[src/rtl/mfe_pkg.sv]
package mfe_pkg;
  typedef enum logic [1:0] {
    FILL16 = 2'd0,
    FILL24 = 2'd1,
    FILL32 = 2'd2
  } fill_mode_e;

  localparam int SEL_START = 0;
  localparam int SEL_STOP  = 1;
  localparam int SEL_PAT   = 2;
  localparam int SEL_CTRL  = 3;

  localparam int CTL_GO    = 0;
  localparam int CTL_FIN   = 1;
  localparam int CTL_W24   = 8;
  localparam int CTL_W32   = 9;

  localparam int LANES     = 4;
endpackage

[src/rtl/mfe_regs.sv]
module mfe_regs
  import mfe_pkg::*;
#(
  parameter int ADDR_W = 16
) (
  input  logic              clk,
  input  logic              rst_n,
  input  logic              we,
  input  logic [1:0]        sel,
  input  logic [31:0]       wdata,
  input  logic              busy,
  input  logic              complete,
  output logic [ADDR_W-1:0] first_q,
  output logic [ADDR_W-1:0] stop_q,
  output logic [31:0]       pat_q,
  output fill_mode_e        mode,
  output logic              go_q,
  output logic              fin_q,
  output logic              launch
);
  logic w24_q, w32_q;
  logic wr_ok;

  assign wr_ok  = we && !busy;
  assign launch = wr_ok && (sel == 2'(SEL_CTRL)) && wdata[CTL_GO] && (stop_q > first_q);

  always_comb begin
    if (w24_q)      mode = FILL24;
    else if (w32_q) mode = FILL32;
    else            mode = FILL16;
  end

  always_ff @(posedge clk) begin
    if (!rst_n) begin
      first_q <= '0;
      stop_q  <= '0;
      pat_q   <= '0;
      w24_q   <= 1'b0;
      w32_q   <= 1'b0;
      go_q    <= 1'b0;
      fin_q   <= 1'b0;
    end else if (wr_ok) begin
      case (sel)
        2'(SEL_START): first_q <= wdata[ADDR_W-1:0];
        2'(SEL_STOP):  stop_q  <= wdata[ADDR_W-1:0];
        2'(SEL_PAT):   pat_q   <= wdata;
        default: begin
          go_q  <= wdata[CTL_GO];
          fin_q <= wdata[CTL_FIN];
          w24_q <= wdata[CTL_W24];
          w32_q <= wdata[CTL_W32];
        end
      endcase
    end else if (complete) begin
      go_q  <= 1'b0;
      fin_q <= 1'b1;
    end
  end
endmodule

[src/rtl/mfe_lane_gen.sv]
module mfe_lane_gen
  import mfe_pkg::*;
#(
  parameter int ADDR_W = 16
) (
  input  logic [ADDR_W-1:0] word_base,
  input  logic [ADDR_W-1:0] first_a,
  input  logic [ADDR_W-1:0] stop_a,
  input  fill_mode_e        mode,
  input  logic [31:0]       pat,
  input  logic [1:0]        ph24,
  output logic [LANES-1:0]  be,
  output logic [31:0]       data
);
  localparam int EXT_W = ADDR_W + 1;

  for (genvar l = 0; l < LANES; l++) begin : g_lane
    logic [ADDR_W-1:0] b;
    logic [1:0]        ph;
    logic [2:0]        sum24;
    logic [1:0]        tail;
    logic [EXT_W-1:0]  step_end;
    logic [7:0]        byte_v;

    always_comb begin
      b     = {word_base[ADDR_W-1:2], 2'(l)};
      sum24 = {1'b0, ph24} + 3'(l);
      tail  = 2'd0;
      case (mode)
        FILL16: ph = {1'b0, b[0] ^ first_a[0]};
        FILL32: begin
          ph   = b[1:0] - first_a[1:0];
          tail = 2'd3;
        end
        default: ph = (sum24 >= 3'd3) ? 2'(sum24 - 3'd3) : sum24[1:0];
      endcase
      step_end = {1'b0, b} - EXT_W'(ph) + EXT_W'(tail);
      be[l]    = (b >= first_a) && (step_end < {1'b0, stop_a});
      case (mode)
        FILL16:  byte_v = ph[0] ? pat[15:8] : pat[7:0];
        FILL32:  byte_v = pat[8*ph +: 8];
        default: begin
          if (ph == 2'd0)      byte_v = pat[7:0];
          else if (ph == 2'd1) byte_v = pat[15:8];
          else                 byte_v = pat[23:16];
        end
      endcase
      data[8*l +: 8] = byte_v;
    end
  end
endmodule

[src/rtl/mfe_seq.sv]
module mfe_seq
  import mfe_pkg::*;
#(
  parameter int ADDR_W = 16
) (
  input  logic              clk,
  input  logic              rst_n,
  input  logic              launch,
  input  logic [ADDR_W-1:0] first_a,
  input  logic [LANES-1:0]  be,
  input  logic              mem_ready,
  output logic              busy,
  output logic [ADDR_W-1:0] word_base,
  output logic [1:0]        ph24,
  output logic              mem_valid,
  output logic              complete,
  output logic              irq_pulse
);
  logic [1:0] ph_init;

  assign complete  = busy && (be == '0);
  assign mem_valid = busy && (be != '0);

  always_comb begin
    case (first_a[1:0])
      2'd1:    ph_init = 2'd2;
      2'd2:    ph_init = 2'd1;
      default: ph_init = 2'd0;
    endcase
  end

  always_ff @(posedge clk) begin
    if (!rst_n) begin
      busy      <= 1'b0;
      word_base <= '0;
      ph24      <= 2'd0;
      irq_pulse <= 1'b0;
    end else begin
      irq_pulse <= complete && (first_a != '0);
      if (launch) begin
        busy      <= 1'b1;
        word_base <= {first_a[ADDR_W-1:2], 2'b00};
        ph24      <= ph_init;
      end else if (complete) begin
        busy      <= 1'b0;
      end else if (mem_valid && mem_ready) begin
        word_base <= word_base + ADDR_W'(LANES);
        ph24      <= (ph24 == 2'd2) ? 2'd0 : ph24 + 2'd1;
      end
    end
  end
endmodule

[src/rtl/mem_fill_engine.sv]
module mem_fill_engine
  import mfe_pkg::*;
#(
  parameter int ADDR_W   = 16,
  parameter int N_IRQ    = 2,
  parameter int IRQ_LINE = 0
) (
  input  logic              clk,
  input  logic              rst_n,
  input  logic              reg_we,
  input  logic [1:0]        reg_sel,
  input  logic [31:0]       reg_wdata,
  output logic              mem_valid,
  input  logic              mem_ready,
  output logic [ADDR_W-1:0] mem_addr,
  output logic [31:0]       mem_wdata,
  output logic [3:0]        mem_be,
  output logic              busy_o,
  output logic              trig_o,
  output logic              done_o,
  output logic [N_IRQ-1:0]  irq_o
);
  logic [ADDR_W-1:0] first_q, stop_q, word_base;
  logic [31:0]       pat_q;
  fill_mode_e        mode;
  logic              launch, complete, busy, irq_pulse;
  logic [1:0]        ph24;
  logic [LANES-1:0]  be;

  mfe_regs #(.ADDR_W(ADDR_W)) u_regs (
    .clk(clk), .rst_n(rst_n), .we(reg_we), .sel(reg_sel), .wdata(reg_wdata),
    .busy(busy), .complete(complete), .first_q(first_q), .stop_q(stop_q),
    .pat_q(pat_q), .mode(mode), .go_q(trig_o), .fin_q(done_o), .launch(launch)
  );

  mfe_lane_gen #(.ADDR_W(ADDR_W)) u_lanes (
    .word_base(word_base), .first_a(first_q), .stop_a(stop_q), .mode(mode),
    .pat(pat_q), .ph24(ph24), .be(be), .data(mem_wdata)
  );

  mfe_seq #(.ADDR_W(ADDR_W)) u_seq (
    .clk(clk), .rst_n(rst_n), .launch(launch), .first_a(first_q), .be(be),
    .mem_ready(mem_ready), .busy(busy), .word_base(word_base), .ph24(ph24),
    .mem_valid(mem_valid), .complete(complete), .irq_pulse(irq_pulse)
  );

  assign mem_addr = word_base;
  assign mem_be   = be;
  assign busy_o   = busy;

  for (genvar i = 0; i < N_IRQ; i++) begin : g_irq
    if (i == IRQ_LINE) begin : g_own
      assign irq_o[i] = irq_pulse;
    end else begin : g_other
      assign irq_o[i] = 1'b0;
    end
  end
endmodule

[config.mk]
export PLATFORM = sky130hd
export DESIGN_NAME = mem_fill_engine
export DESIGN_NICKNAME = d
export VERILOG_FILES = /design/src/rtl/mfe_pkg.sv /design/src/rtl/mfe_regs.sv /design/src/rtl/mfe_lane_gen.sv /design/src/rtl/mfe_seq.sv /design/src/rtl/mem_fill_engine.sv
export SDC_FILE = /design/constraint.sdc
export NUM_CORES = 1
export LEC_CHECK = 0
export BUFFER_PORTS_ARGS = -buffer_cell sky130_fd_sc_hd__buf_2
export CAP_MARGIN = 0
export CORE_MARGIN = 2
export CORE_UTILIZATION = 52
export DETAILED_ROUTE_END_ITERATION = 16
export PLACE_DENSITY = 0.75
export SYNTH_ARGS = -nofsm -noshare
export SYNTH_HDL_FRONTEND = slang
export SYNTH_SLANG_ARGS = --single-unit
[constraint.sdc]
create_clock -name clk -period 6.3 [get_ports clk]
set_clock_uncertainty 0.1 [all_clocks]
set_input_delay 0.63 -clock clk [delete_from_list [all_inputs] [get_ports clk]]
set_output_delay 0.63 -clock clk [all_outputs]
set_load 0.02 [all_outputs]
==> results.cfg <==
[floorplanning]
initial_core_util = 0.526
pin_count = 96
fp.dieH_um = 135
core_area_um2 = 17100
num_rows = 48
die_w_um = 135
die-area_um2 = 18300

[pwr]
p_leak_uw = 0.00444
power.density_nw_per_um2 = 239
irDropWorstVdd_uv = 179
report.power.total_uw = 2370

[setup_path]
end_kind = output pin
cpPeakStageDelay_ps = 420
worst-setup-path-type = reg2out
cp.arrival_ps = 5280
path_max_fanout = 6
startpoint_type = register
cp_slowest_cell = fa_1
crit_family = compound AO/OA/AOI/OAI gates
crit_buf_inv = 6
crit_top_cell = ha_1
crit_required_ps = 5570

[sta]
final.min_clock_period_ps = 6010
slew_headroom = 0.202
tightest_slew_ps = 1200
slew_viol_final = 0
setup_violations = 0
fmax_mhz = 166
fin_tns_setup_ps = 0
hold_viol_final = 0
fin_crit_sh = 0.955

[clocking]
cts.sinks = 86
cts_tree = done
htree_levels = 3
cts_root_buf = clkbuf_16
clk_pin_slew_worst_paths_ps = 70
clock_latency_ps = 350
hold_buffers = 0
cts_buffers = 9
cts_buffer_depth = 2

[drt]
vias_per_cell = 6.13
drtAntennaViolNets = 0
num_vias = 8894
drc = 0
drt-initial-drc-count = 810
routed_wl_mm = 27.0
drt_pass1_iterations = 5
wl_per_cell_um = 18.6

[final_layout]
fin_nets = 1411
area_delta_synth_final_pct = 10.9
final_common_cell = nand2_1
drive_gt1_frac = 0.118
final_cell_mix = nand2_1 (184), ha_1 (148), buf_2 (92)
diodes = 0

[synthesis]
ys_types = 61
synth-edff-count = 0
syn_area_um2 = 8970
synth.avg_cell_area_um2 = 7.77
yosys_warnings = 0
yosysSeqAreaShare = 0.192
ys_dominant_reg_cell = dfxtp_1
ys_ff_latch = 86
async_reset_ff_frac = 0
syn_inst = 1154

[global_routing]
grt_max_degree = 89
busiest_layer = met2
track_usage = 0.295
use_met1 = 0.425
grt_pass1_wl_mm = 42.9
antenna_found_initial = 0
grt_overflow = 0
grt_use_met2 = 0.468
grt_pass1_vias = 8103
grtUsageMet3 = 0.0434

[worst_hold_path]
hold_class = reg2reg

[run_status]
status = finished clean

[placement]
gp_congestion = 0.954
io_buffers = 92
post-dp-hpwl_mm = 21.3

[flow_run]
cap_violations = 0
## synth_stat cells, types with 25 or more instances
library cell,number,area [µm²]
a211oi_1,34,255
xnor2_1,48,420
o21ai_0,39,195
nor2_1,38,143
ha_1,149,1860
a21boi_0,66,495
nand2_1,184,691
mux2i_1,25,250
clkbuf_1,41,154
a21oi_1,89,445
inv_1,75,282
dfxtp_1,86,1720
## cells by family after synthesis
kind of cell / Yosys count / share of synthesized area
buffers and inverters: 135 / 0.0601
AND/OR/NAND/NOR: 346 / 0.178
XOR/XNOR: 57 / 0.0557
flip-flops: 86 / 0.192
other: 1 / 0.000418
AO/OA/AOI/OAI: 352 / 0.271
adder cells (fa/ha/maj): 152 / 0.215
multiplexers: 25 / 0.0279
## metrics by stage
step / utilization / hold WS, ps / worst slack, ps / area [µm²] / instances
after CTS: 0.582 / 397 / 8.92 / 9930 / 1450
after global placement: 0.564 / 375 / 550 / 9620 / 1434
final: 0.583 / 396 / 286 / 9950 / 1451
after global routing: 0.583 / 421 / -5.60 / 9950 / 1451
after floorplan: - / 356 / 310 / 8980 / 1156
after detailed placement: 0.564 / 388 / 395 / 9620 / 1434
## power breakdown
group          switching [µW]  total (µW)  internal, µW
clock                     242         555           313
combinational             693        1220           528
sequential               35.0         599           564
total                     970        2370          1410
## worst min-delay path, cell delays in order, from the launching register on
cell and delay (ps):
dfxtp_1 330, nand2_1 50, a21boi_0 60
## repair_timing
item	in CTS	in global routing
endpoints found under the setup margin	0	1
gates resized for setup	0	10
hold endpoints to repair	0	0
setup buffers	0	1
## routing by layer
layer	part of all wire	vias up	wire (µm)
li1	-	4281	-
met1	0.45	4233	12300
met2	0.45	342	12200
met3	0.078	38	2120
met4	0.017	0	467
met5	0	-	0
## final timing paths
path | end | start | depth (start not counted) | slack (ps)
max | mem_valid | u_seq.ph24[0]$_SDFFE_PN0P_ | 26 | 290
min | u_regs.stop_q[4]$_SDFFE_PN0P_ | u_regs.stop_q[4]$_SDFFE_PN0P_ | 2 | 400
max reg2reg | u_seq.word_base[8]$_SDFFE_PN0P_ | u_seq.ph24[1]$_SDFFE_PN0P_ | 23 | 780
min reg2reg | u_regs.stop_q[4]$_SDFFE_PN0P_ | u_regs.stop_q[4]$_SDFFE_PN0P_ | 2 | 400
## sequential cells by signal, indices dropped and copies added (netlist names), 2 cells and up
register	cells
u_regs.first_q	16
u_regs.pat_q	32
u_seq.ph24	2
u_regs.stop_q	16
u_seq.word_base	14
## area by class of cell
type | instances | area, µm²
flip-flops and latches | 86 | 1730
multi-input cells | 935 | 6730
clock buffers | 9 | 225
fillers | 1645 | 7110
inverters | 76 | 285
clock inverters | 7 | 80.1
well taps | 225 | 282
repair buffers | 113 | 618
Power figures use the tool's default switching activity.
